--- src/rtl/pc_seq_pkg.sv ---
package pc_seq_pkg;

    // Operation chosen for the current cycle, listed in no priority order.
    typedef enum logic [2:0] {
        OP_HOLD    = 3'd0,
        OP_RESET   = 3'd1,
        OP_VECTOR  = 3'd2,
        OP_LINK    = 3'd3,
        OP_BRANCH  = 3'd4,
        OP_UNWIND  = 3'd5,
        OP_ADVANCE = 3'd6
    } pc_op_e;

endpackage

--- src/rtl/pc_op_arbiter.sv ---
module pc_op_arbiter
    import pc_seq_pkg::*;
(
    input  logic   rst_i,
    input  logic   irq_i,
    input  logic   call_i,
    input  logic   load_i,
    input  logic   ret_i,
    input  logic   reti_i,
    input  logic   step_i,
    output pc_op_e op_o,
    output logic   push_o,
    output logic   pop_o,
    output logic   reti_won_o
);

    // Fixed priority: restart, interrupt, call, load, return, step.
    always_comb begin
        op_o       = OP_HOLD;
        reti_won_o = 1'b0;
        if (rst_i) begin
            op_o = OP_RESET;
        end else if (irq_i) begin
            op_o = OP_VECTOR;
        end else if (call_i) begin
            op_o = OP_LINK;
        end else if (load_i) begin
            op_o = OP_BRANCH;
        end else if (ret_i || reti_i) begin
            op_o       = OP_UNWIND;
            reti_won_o = reti_i;
        end else if (step_i) begin
            op_o = OP_ADVANCE;
        end
    end

    assign push_o = (op_o == OP_VECTOR) || (op_o == OP_LINK);
    assign pop_o  = (op_o == OP_UNWIND);

endmodule

--- src/rtl/pc_ret_stack.sv ---
module pc_ret_stack #(
    parameter int W     = 13,
    parameter int DEPTH = 8
) (
    input  logic         clk,
    input  logic         rst,
    input  logic         push_i,
    input  logic         pop_i,
    input  logic [W-1:0] push_data_i,
    output logic [W-1:0] top_o
);

    localparam int PW = (DEPTH > 1) ? $clog2(DEPTH) : 1;
    localparam logic [PW-1:0] LAST = PW'(DEPTH - 1);

    logic [W-1:0]  slot_q [DEPTH];
    logic [PW-1:0] sp_q;
    logic [PW-1:0] sp_up;
    logic [PW-1:0] sp_down;

    // Explicit wrap keeps the ring correct for depths that are not powers of two.
    assign sp_up   = (sp_q == LAST) ? '0 : sp_q + PW'(1);
    assign sp_down = (sp_q == '0) ? LAST : sp_q - PW'(1);

    // The most recent entry sits just below the write pointer.
    assign top_o = slot_q[sp_down];

    always_ff @(posedge clk) begin
        if (rst) begin
            sp_q <= '0;
        end else if (push_i) begin
            sp_q <= sp_up;
        end else if (pop_i) begin
            sp_q <= sp_down;
        end
    end

    // Storage is not reset; the pointer alone defines the stack contents.
    always_ff @(posedge clk) begin
        if (!rst && push_i) begin
            slot_q[sp_q] <= push_data_i;
        end
    end

endmodule

--- src/rtl/pc_next_addr.sv ---
module pc_next_addr
    import pc_seq_pkg::*;
#(
    parameter int              PC_W      = 13,
    parameter logic [PC_W-1:0] RESET_VEC = '0,
    parameter logic [PC_W-1:0] IRQ_VEC   = PC_W'(4)
) (
    input  pc_op_e          op_i,
    input  logic [PC_W-1:0] pc_i,
    input  logic [PC_W-1:0] target_i,
    input  logic [PC_W-1:0] popped_i,
    output logic [PC_W-1:0] next_o,
    output logic [PC_W-1:0] link_o
);

    logic [PC_W-1:0] pc_plus;

    // The adder is shared by stepping and by the call return address.
    assign pc_plus = pc_i + PC_W'(1);

    always_comb begin
        unique case (op_i)
            OP_RESET:   next_o = RESET_VEC;
            OP_VECTOR:  next_o = IRQ_VEC;
            OP_LINK:    next_o = target_i;
            OP_BRANCH:  next_o = target_i;
            OP_UNWIND:  next_o = popped_i;
            OP_ADVANCE: next_o = pc_plus;
            OP_HOLD:    next_o = pc_i;
            default:    next_o = pc_i;
        endcase
    end

    // An interrupt resumes at the word it preempted; a call resumes after itself.
    assign link_o = (op_i == OP_VECTOR) ? pc_i : pc_plus;

endmodule

--- src/rtl/pc_seq_unit.sv ---
module pc_seq_unit
    import pc_seq_pkg::*;
#(
    parameter int              PC_W        = 13,
    parameter int              PHYS_W      = 11,
    parameter int              STACK_DEPTH = 8,
    parameter logic [PC_W-1:0] RESET_VEC   = '0,
    parameter logic [PC_W-1:0] IRQ_VEC     = PC_W'(4)
) (
    input  logic              clk,
    input  logic              rst,
    input  logic              step_en,
    input  logic              load_en,
    input  logic [PC_W-1:0]   load_addr,
    input  logic              call_en,
    input  logic              ret_en,
    input  logic              reti_en,
    input  logic              irq_en,
    output logic [PC_W-1:0]   pc_out,
    output logic [PHYS_W-1:0] fetch_addr,
    output logic              gie_reen
);

    pc_op_e          op;
    logic            push;
    logic            pop;
    logic            reti_won;
    logic [PC_W-1:0] pc_q;
    logic [PC_W-1:0] pc_d;
    logic [PC_W-1:0] link_addr;
    logic [PC_W-1:0] stack_top;
    logic            gie_q;

    pc_op_arbiter u_arb (
        .rst_i      (rst),
        .irq_i      (irq_en),
        .call_i     (call_en),
        .load_i     (load_en),
        .ret_i      (ret_en),
        .reti_i     (reti_en),
        .step_i     (step_en),
        .op_o       (op),
        .push_o     (push),
        .pop_o      (pop),
        .reti_won_o (reti_won)
    );

    pc_next_addr #(
        .PC_W      (PC_W),
        .RESET_VEC (RESET_VEC),
        .IRQ_VEC   (IRQ_VEC)
    ) u_next (
        .op_i     (op),
        .pc_i     (pc_q),
        .target_i (load_addr),
        .popped_i (stack_top),
        .next_o   (pc_d),
        .link_o   (link_addr)
    );

    pc_ret_stack #(
        .W     (PC_W),
        .DEPTH (STACK_DEPTH)
    ) u_stack (
        .clk         (clk),
        .rst         (rst),
        .push_i      (push),
        .pop_i       (pop),
        .push_data_i (link_addr),
        .top_o       (stack_top)
    );

    // State register; the reset path also runs through the arbiter as OP_RESET.
    always_ff @(posedge clk) begin
        if (rst) begin
            pc_q  <= RESET_VEC;
            gie_q <= 1'b0;
        end else begin
            pc_q  <= pc_d;
            gie_q <= reti_won;
        end
    end

    // Output process.
    always_comb begin
        pc_out     = pc_q;
        fetch_addr = pc_q[PHYS_W-1:0];
        gie_reen   = gie_q;
    end

endmodule

--- config.mk ---
export PLATFORM = sky130hd
export DESIGN_NAME = pc_seq_unit
export DESIGN_NICKNAME = d
export VERILOG_FILES = /design/src/rtl/pc_seq_pkg.sv /design/src/rtl/pc_op_arbiter.sv /design/src/rtl/pc_ret_stack.sv /design/src/rtl/pc_next_addr.sv /design/src/rtl/pc_seq_unit.sv
export SDC_FILE = /design/constraint.sdc
export NUM_CORES = 1
export LEC_CHECK = 0
export BUFFER_PORTS_ARGS = -buffer_cell sky130_fd_sc_hd__buf_4
export CAP_MARGIN = 20
export CORE_AREA = 2 2 81 161
export CTS_BUF_LIST = sky130_fd_sc_hd__clkbuf_16
export DETAILED_ROUTE_END_ITERATION = 10
export DIE_AREA = 0 0 83 163
export PLACE_DENSITY = 0.68
export SYNTH_ARGS = -nofsm -noshare
export SYNTH_HDL_FRONTEND = slang
export SYNTH_SLANG_ARGS = --single-unit
--- constraint.sdc ---
create_clock -name clk -period 5.25 [get_ports clk]
set_input_delay 1.3125 -clock clk [delete_from_list [all_inputs] [get_ports clk]]
set_output_delay 1.3125 -clock clk [all_outputs]
set_load 0.02 [all_outputs]
Word level (Yosys, flattened, before mapping)
Memory sizes are Yosys's and may differ from the RTL's. Cells that the tools add are included.

Output and inout bits: 25. Bits of input ports: 21. Word-level logic and storage cells: 38. Flip-flop bits (word level): 17. Bits in writable memories: 104. Memories: 1.

Memory list: u_stack.slot_q (words 8, bits a word 13, rd ports 1, clocked after Yosys merged registers in 0, write ports 1, line pc_ret_stack.sv:16) `logic [W-1:0] slot_q [DEPTH];`.

Add/sub/neg operators: 3. Mux-type cells: 14. Reduce and logical (&&, ||, !) cells: 9. Equality and inequality tests: 7. Bitwise logic cells: 1.

Operator list (count): $pmux 13 s5 (1); $mux 3 (10); $add 13x1->13 const B (1); $mux 13 (1); $eq 3x3->1 const B (4); $eq 3x2->1 const B (2); $reduce_bool 5->1 (1); $reduce_or 5->1 (1); $add 3x1->3 const B (1); $eq 3x1->1 const B (1); $logic_not 3->1 (1); $sub 3x1->3 const B (1); $logic_or 1x1->1 (2); $mux 1 (2); $reduce_bool 2->1 (1); $reduce_or 2->1 (1); $logic_and 1x1->1 (1); $logic_not 1->1 (1); $not 1->1 (1).

Logic depth before layout (Yosys ltp)
Gate-level depths: netlist (run 1).

Depth in word-level cells: 11. Mapped depth: 11. Depth with buffers taken out: 7.

By module
A second synthesis (run 1) with hierarchy kept.

Cell total of the unflattened synthesis: 466. Area, all modules: 6017.0 um2.

By module, submodules not included: pc_ret_stack (seq. area each 3183.1 um2, times used 1, cells each 234, area an instance 4299.1 um2); pc_next_addr (seq. area each 0.0 um2, times used 1, cells each 179, area an instance 1151.1 um2); pc_seq_unit (seq. area each 280.3 um2, times used 1, cells each 40, area an instance 490.5 um2); pc_op_arbiter (seq. area each 0.0 um2, times used 1, cells each 13, area an instance 76.3 um2).

Worst setup path before layout (run 1)
No wires, ideal clock.

Path kind: input-to-reg. Start: input rst. End: memory u_stack.slot_q[4][0], enable pin. Path buffers: 1. Stages: 4. Setup time: 0.400 ns. Data arrival time: 2.784 ns. Path slack: 2.067 ns. Data required time: 4.850 ns. Cell sequence: buf_2 o21ba_2 nand2_1 nor3_1.

Cells in the longest elaborated chain, start to end: 6. Elaborated cells between the ends (all ways): 8. Classes of those cells: 2 x eq/ne; 3 x mux; 3 x reduce/logical.

Ends and longest elaborated chain: from (decl) (line pc_seq_unit.sv:11) `input logic rst,`; $mux 3 (line pc_op_arbiter.sv:21) `if (rst_i) begin`; $eq 3x2->1 (line pc_op_arbiter.sv:37) `assign push_o = (op_o == OP_VECTOR) || (op_o == OP_LINK);`; $logic_or 1x1->1 (line pc_op_arbiter.sv:37); $logic_and 1x1->1 (*) (line pc_ret_stack.sv:40) `if (!rst && push_i) begin`; $mux 1 (*) (line pc_ret_stack.sv:40); $mux 1 (implied by the code) (*) (line pc_ret_stack.sv:41) `slot_q[sp_q] <= push_data_i;`; to (decl) (line pc_ret_stack.sv:16).

Every way passes the cells marked *; elsewhere a longest branch is shown, timed or not.

Final worst setup path (run 1)
Start: register u_stack.sp_q[0]. End: register pc_q[1] (netlist: pc_out[1]).

Cells in the longest elaborated chain, start to end: 4. Elaborated cells between the ends (all ways): 5. Classes of those cells: 1 x add/sub; 2 x mux; 1 x reduce/logical; 1 x memory.

Ends and longest elaborated chain: from (decl) (line pc_ret_stack.sv:17) `logic [PW-1:0] sp_q;`; from (signal assigned) (line pc_ret_stack.sv:32) `sp_q <= sp_up;`; from (signal assigned) (line pc_ret_stack.sv:34) `sp_q <= sp_down;`; $sub 3x1->3 / $logic_not 3->1 (equally long branches) (line pc_ret_stack.sv:23) `assign sp_down = (sp_q == '0) ? LAST : sp_q - PW'(1);`; $mux 3 (*) (line pc_ret_stack.sv:23); $mem_v2 8x13 (*); $pmux 13 s5 (*) (line pc_next_addr.sv:22) `unique case (op_i)`; to (signal assigned) (line pc_seq_unit.sv:79) `pc_q <= pc_d;`; to (decl) (line pc_seq_unit.sv:28) `logic [PC_W-1:0] pc_q;`.

Marked as above. A chain may end at the register's enable or synchronous reset.

==> run summary, run 1 <==
Initial Util = 0.440
H-tree level count = 4
Initial antenna violation count = 0
Setup TNS = 0 ns
Fin. Hold Viols = 0
Insertion delay of the later-clocked pin in the worst-skew pair = 0.42 ns
Register area = 3460 µm²
CTS Buf Count = 17
Synthesized instance count = 402
Final core occ = 0.517
Die area = 13500 µm²
Crit path time final = 3.49 ns
Crit path capture type = register
Warnings, synthesis = 0
Seq/Total Area, Yosys = 0.634
I/O pin total = 46
Worst hold-check path type = register to register
Layout cells sized above 1 = 0.241
RD Place Congestion = 0.848
Gr ovfl total = 0
Unrepaired setup endpoints after global routing = no
Critical path cell sequence = buf_4 -> inv_1 -> ha_1 -> ha_1 -> nand2b_2 -> buf_4 -> mux2_2 -> a2bb2oi_1 -> a31o_2
Post-cts sizing count = 0
Dpl ws = 1.78 ns
Routed len/inst = 21.9 µm
Leak pwr = 2.40 nW
Drt total wl = 13200 µm
Count of final setup violators = 0
Post-route DRC = 0
Slew Limit Fails = 0
Vias in the first global route = 3525
Num rows = 58
Critical path type = register to register
Die height = 163 µm
DR vias/cell = 6.08
Max Fclk = 287 MHz
Dominant synthesized flop cell = edfxtp_1
Crit-path max cell delay = 0.82 ns
Largest net degree at the start of global routing = 37
Max clock buf depth = 2
Power Total = 2.42 mW
CTS root buffer = clkbuf_16
Synth cell types = 50
CTS sink count = 121
Syn Nets = 428
CTS tree = done
EDFF count, synth = 104
Std-Cell Core Area = 12400 µm²
Post-CTS Setup Inserts = 0
PwrDens = 376 nW/µm²
Max_cap viols = 0
Layout overhead on the synthesized area = 17.5%
Routed Antenna Nets = 0
Final antenna diode count = 0
Post-synthesis async set-or-reset flop share = 0
Final net count = 466
IO buf count = 45
Cts hold-fix bufs = 0
Worst setup margin = 1.76 ns
Worst Clk Skew = 0.00809 ns
Multi-input gate area = 1780 µm²
CP Max Fanout = 36
Cell Area, Synth = 5460 µm²
Worst VDD drop = 0.330 mV
Period utilization = 0.664
Tightest Pin Transition = 1.03 ns
Mapped Avg Cell Area = 13.6 µm²
Fin Hold WS = 0.637 ns
Crit path max-delay cell type = nand2b_2
Startpoint class of the critical path = register
Top cell family by delay on the critical path = simple AND/OR/NAND/NOR gates
Clk pin slew, worst setup/hold paths = 0.05 ns
GRT Resource Usage Total = 0.203
Seq cells post-synth = 121
Worst Path Buf+Inv = 3
Fill cell count = 1056
First-pass GRT wire length = 20200 µm
WP data required = 5.56 ns
Initial DRC count = 315
Post-DP HPWL = 8510 µm
Status = finished clean
Critical path arrival = 3.80 ns
Vias = 3664
DR pass1 iterations = 5
Die width = 83 µm
Slew Limit Headroom = 0.307
where the power goes:
group          switching (mW)  total (mW)  internal [mW]  leakage, nW
Sequential             0.0228        1.10           1.08         1.10
Combinational           0.169       0.271          0.102         1.03
Clock                   0.402        1.04          0.640        0.269
Total                   0.594        2.42           1.82         2.40
tightest hold or removal path, delay by kind of cell, from the launching register on:
family	cells	cell delay [ns]
buf+inv	1	0.12
flops	1	0.37
compound gates	1	0.10
cells in the final DEF, fill, tap and decap left out, drive strengths merged, types with 2 or more instances in the layout:
cell type and instances:
o211ai 3, clkinv 7, ha 5, edfxtp 104
dfxtp 17, xor2 6, nor4 7, a22oi 4
mux2 14, o31a 2, a211oi 22, or3 3
clkbuf 17, nand3 6, o31ai 5, a221o 7
xnor2 11, nor3 11, clkinvlp 3, o22ai 3
and3b 22, o2bb2ai 2, nor2 15, o21ai 9
a21oi 6, buf 56, nand4 5, nand2 22
a2111oi 6, mux2i 20, or4 3, nand2b 4
inv 11
cells in the mapped netlist, types with 6 or more instances:
| cell type | number | area, µm² |
|---|---|---|
| xor2_1 | 6 | 52.6 |
| inv_1 | 7 | 26.3 |
| buf_2 | 10 | 50.1 |
| a21oi_1 | 6 | 30.0 |
| a211oi_1 | 22 | 165 |
| xnor2_1 | 11 | 96.3 |
| and3b_1 | 22 | 193 |
| o21ai_0 | 7 | 35.0 |
| nor2_1 | 14 | 52.6 |
| a221o_1 | 7 | 70.1 |
| buf_4 | 14 | 105 |
| nor4_1 | 6 | 37.5 |
| mux2i_1 | 20 | 200 |
| dfxtp_1 | 17 | 340 |
| nand2_1 | 22 | 82.6 |
| mux2_2 | 14 | 158 |
| edfxtp_1 | 104 | 3120 |
| a2111oi_0 | 6 | 52.6 |
| nand3_1 | 6 | 30.0 |
| nor3_1 | 11 | 55.1 |
| clkbuf_1 | 12 | 45.0 |
area by class of cell:
class                           instances  area share
Sequential cell                       121       0.540
Multi-Input combinational cell        237       0.278
Clock buffer                           17      0.0663
Timing Repair Buffer                   56      0.0655
Tap cell                              150      0.0292
Clock inverter                         15      0.0173
Inverter                                7     0.00409
cell families (layout without fill, tap and decap cells):
family,count (synthesis),in the layout,synth area share
multiplexers,34,34,0.0655
AND/OR/NAND/NOR,103,103,0.112
adder cells (fa/ha/maj),5,5,0.0115
buffers and inverters,44,95,0.0424
XOR/XNOR,17,17,0.0273
AO/OA/AOI/OAI,78,78,0.108
flip-flops,121,121,0.634
registers in the layout, summed over array words and instances, names as in the netlist:
| register | flops |
|---|---|
| gie_reen | 1 |
| u_stack.sp_q | 3 |
| pc_out | 13 |
| u_stack.slot_q | 104 |
metrics by stage:
stage               area, µm²  instances
finish                   6420        603
detailed placement       5880        571
floorplan                5460        402
global route             6420        603
global placement         5880        571
CTS                      6420        603
path summary, 6_finish.rpt:
check,start,to,slack [ns],cells past startpoint
worst min-delay path,u_stack.sp_q[1],u_stack.sp_q[1],0.64,2
worst min register to register,u_stack.sp_q[1],u_stack.sp_q[1],0.64,2
worst max-delay path,u_stack.sp_q[0],pc_out[1],1.76,9
worst max register to register,u_stack.sp_q[0],pc_out[1],1.76,9
routing by layer:
| layer | global-route usage | part of all wire |
|---|---|---|
| met5 | 0 | 0 |
| met2 | 0.331 | 0.50 |
| met1 | 0.254 | 0.40 |
| met3 | 0.0512 | 0.073 |
| met4 | 0.0917 | 0.027 |
(Power assumes the default switching activity.)
==> inputs of run 2 (changes only) <==
--- a/config.mk
+++ b/config.mk
@@ -11,7 +11,7 @@
 export CTS_BUF_LIST = sky130_fd_sc_hd__clkbuf_16
 export DETAILED_ROUTE_END_ITERATION = 10
 export DIE_AREA = 0 0 83 163
-export PLACE_DENSITY = 0.68
+export PLACE_DENSITY = 0.7
 export SYNTH_ARGS = -nofsm -noshare
 export SYNTH_HDL_FRONTEND = slang
 export SYNTH_SLANG_ARGS = --single-unit
==> constraint.sdc (replaced) <==
create_clock -name clk -period 3.1 [get_ports clk]
set_input_delay 0.775 -clock clk [delete_from_list [all_inputs] [get_ports clk]]
set_output_delay 0.775 -clock clk [all_outputs]
set_load 0.02 [all_outputs]
==> run summary, run 2 (synthesis results as in run 1) <==
Reg power frac = 0.449 (-0.008)
Critical path cell sequence = inv_1 -> ha_1 -> ha_1 -> nand2b_1 -> a211oi_1 -> a2111oi_0 -> a221o_1
H-tree level count = 4 (unchanged)
Clock Power Share = 0.438 (+0.007)
Startpoint class of the critical path = register
Most frequent cells in the layout = 104 x edfxtp_1, 63 x buf_4, 22 x nand2_1, 22 x and3b_1, 22 x a211oi_1
Power Total = 4.16 mW (+72%)
Multi-input gate area = 1780 µm² (unchanged)
Final antenna diode count = 0 (unchanged)
Status = finished clean
Post-DP HPWL = 8580 µm (+0.81%)
CTS sink count = 121 (unchanged)
WP data required = 3.45 ns (-2.11 ns)
Die height = 163 µm (unchanged)
Vias in the first global route = 3612 (+2.5%)
Vias = 3679 (+0.41%)
Setup TNS = 0 ns (unchanged)
Crit path time final = 2.65 ns (-0.842 ns)
Slew Limit Fails = 0 (unchanged)
Crit path max-delay cell type = nand2b_1
Crit path capture type = register
Cts hold-fix bufs = 0 (unchanged)
Count of final setup violators = 0 (unchanged)
Final net count = 473 (+1.5%)
Initial Util = 0.440 (unchanged)
Largest net degree at the start of global routing = 31 (-16%)
Routed len/inst = 22.2 µm (+1.5%)
Max_cap viols = 0 (unchanged)
Std-Cell Core Area = 12400 µm² (unchanged)
Gr ovfl total = 0 (unchanged)
Slew Limit Headroom = 0.539 (+0.232)
Max Fclk = 378 MHz (+32%)
Most common cell after layout, fill and taps aside = edfxtp_1
Unrepaired setup endpoints after global routing = no
Worst hold-check path type = input pin to register
Fin cells = 610 (+1.2%)
Final core occ = 0.522 (+0.00504)
Insertion delay of the later-clocked pin in the worst-skew pair = 0.41 ns (about the same)
Comb pwr share = 0.113 (about the same)
First-pass GRT wire length = 20900 µm (+3.5%)
Routed Antenna Nets = 0 (unchanged)
WP depth = 7 (-2)
DR pass1 iterations = 5 (unchanged)
Max clock buf depth = 2 (unchanged)
Fin. Hold Viols = 0 (unchanged)
R2r startpoint = u_stack.sp_q[1]
Crit path top cell by count = ha_1
CTS tree = done
Net Sw Power = 0.997 mW (+68%)
Crit. Startpoint = u_stack.sp_q[1]
Top cell family by delay on the critical path = compound AO/OA/AOI/OAI gates
Layout overhead on the synthesized area = 18.7%
Post-route DRC = 0 (unchanged)
Post-cts sizing count = 0 (unchanged)
Clk pin slew, worst setup/hold paths = 0.05 ns (about the same)
Reg2reg setup slack = 0.45 ns (-1.31 ns)
Initial DRC count = 357 (+13%)
CP Max Fanout = 12 (-67%)
Die width = 83 µm (unchanged)
Fill cell count = 1040 (-1.5%)
GRT Resource Usage Total = 0.208 (+0.00545)
Sw frac = 0.240 (-0.00592)
Internal power = 3.16 mW (+73%)
Worst-case reg-to-reg path depth = 7 (-2)
Fin Hold WS = 0.587 ns (-0.0496 ns)
Leak pwr = 2.45 nW (+2.0%)
DR vias/cell = 6.03 (-0.74%)
Die area = 13500 µm² (unchanged)
# placed instances = 578 (+1.2%)
RD Place Congestion = 0.869 (+2.6%)
Max reg flops = 104 (unchanged)
Layout cells sized above 1 = 0.243 (+0.00286)
PwrDens = 642 nW/µm² (+70%)
CTS root buffer = clkbuf_16
Period utilization = 0.854 (+0.189)
Critical path arrival = 3.00 ns (-0.80 ns)
IO buf count = 45 (unchanged)
Drt total wl = 13500 µm (+2.6%)
Post-CTS Setup Inserts = 0 (unchanged)
Worst R2R End = pc_out[6]
Most flop-heavy register = u_stack.slot_q
Register area = 3460 µm² (unchanged)
Critical path type = register to register
Worst Path Buf+Inv = 1 (-2)
Initial antenna violation count = 0 (unchanged)
CTS Buf Count = 17 (unchanged)
Tightest Pin Transition = 0.687 ns (-0.348 ns)
Num rows = 58 (unchanged)
Crit-path max cell delay = 0.57 ns (-0.25 ns)
I/O pin total = 46 (unchanged)
Crit path capture = pc_out[6]
Worst VDD drop = 0.481 mV (+46%)
Worst Clk Skew = 0.00713 ns (-0.000963 ns)
## run 2: worst register-to-register path, delay by kind of cell (launching register included)
kind            cells  cell delay, ns
compound gates      3            0.89
fa+ha+maj           2            0.58
simple gates        1            0.57
flops               1            0.44
buf+inv             1            0.12
## run 2: cell type report
cell class / count / area share
Tap cell: 150 / 0.0290
Clock buffer: 17 / 0.0656
Inverter: 7 / 0.00405
Sequential cell: 121 / 0.534
Timing Repair Buffer: 63 / 0.0730
Multi-Input combinational cell: 237 / 0.275
Clock inverter: 15 / 0.0187
## run 2: metrics by stage
| step | worst slack (ns) | instance area, µm² |
|---|---|---|
| 2_1_floorplan | 0.454 | 5460 |
| 6_report | 0.453 | 6480 |
| 5_1_grt | 0.276 | 6480 |
| 3_5_place_dp | 0.463 | 5930 |
| 4_1_cts | 0.445 | 6480 |
| 3_3_place_gp | 0.549 | 5930 |
## run 2: worst min-delay path by stage
stage               startpoint         endpoint  slack (ns)  cells after the start
6_report               reti_en         gie_reen        0.59                      2
5_1_grt           load_addr[8]        pc_out[8]        0.59                      3
4_1_cts                reti_en         gie_reen        0.58                      2
3_5_place_dp   u_stack.sp_q[2]  u_stack.sp_q[2]        0.62                      2
3_3_place_gp   u_stack.sp_q[1]  u_stack.sp_q[1]        0.60                      2
2_1_floorplan  u_stack.sp_q[1]  u_stack.sp_q[1]        0.54                      2
## run 2: layer usage
metal,share of wire,global-route usage
met4,0.025,0.0917
met5,0,0
met1,0.43,0.279
met2,0.48,0.328
met3,0.067,0.0426
## run 2: power groups by stage
stage	combinational, mW	sequential [mW]	clock [mW]
after CTS	0.470	1.87	1.83
after global routing	0.506	1.87	1.91
final	0.470	1.87	1.82
after detailed placement	0.467	1.90	0
after global placement	0.457	1.90	0
after floorplan	0.298	1.90	0
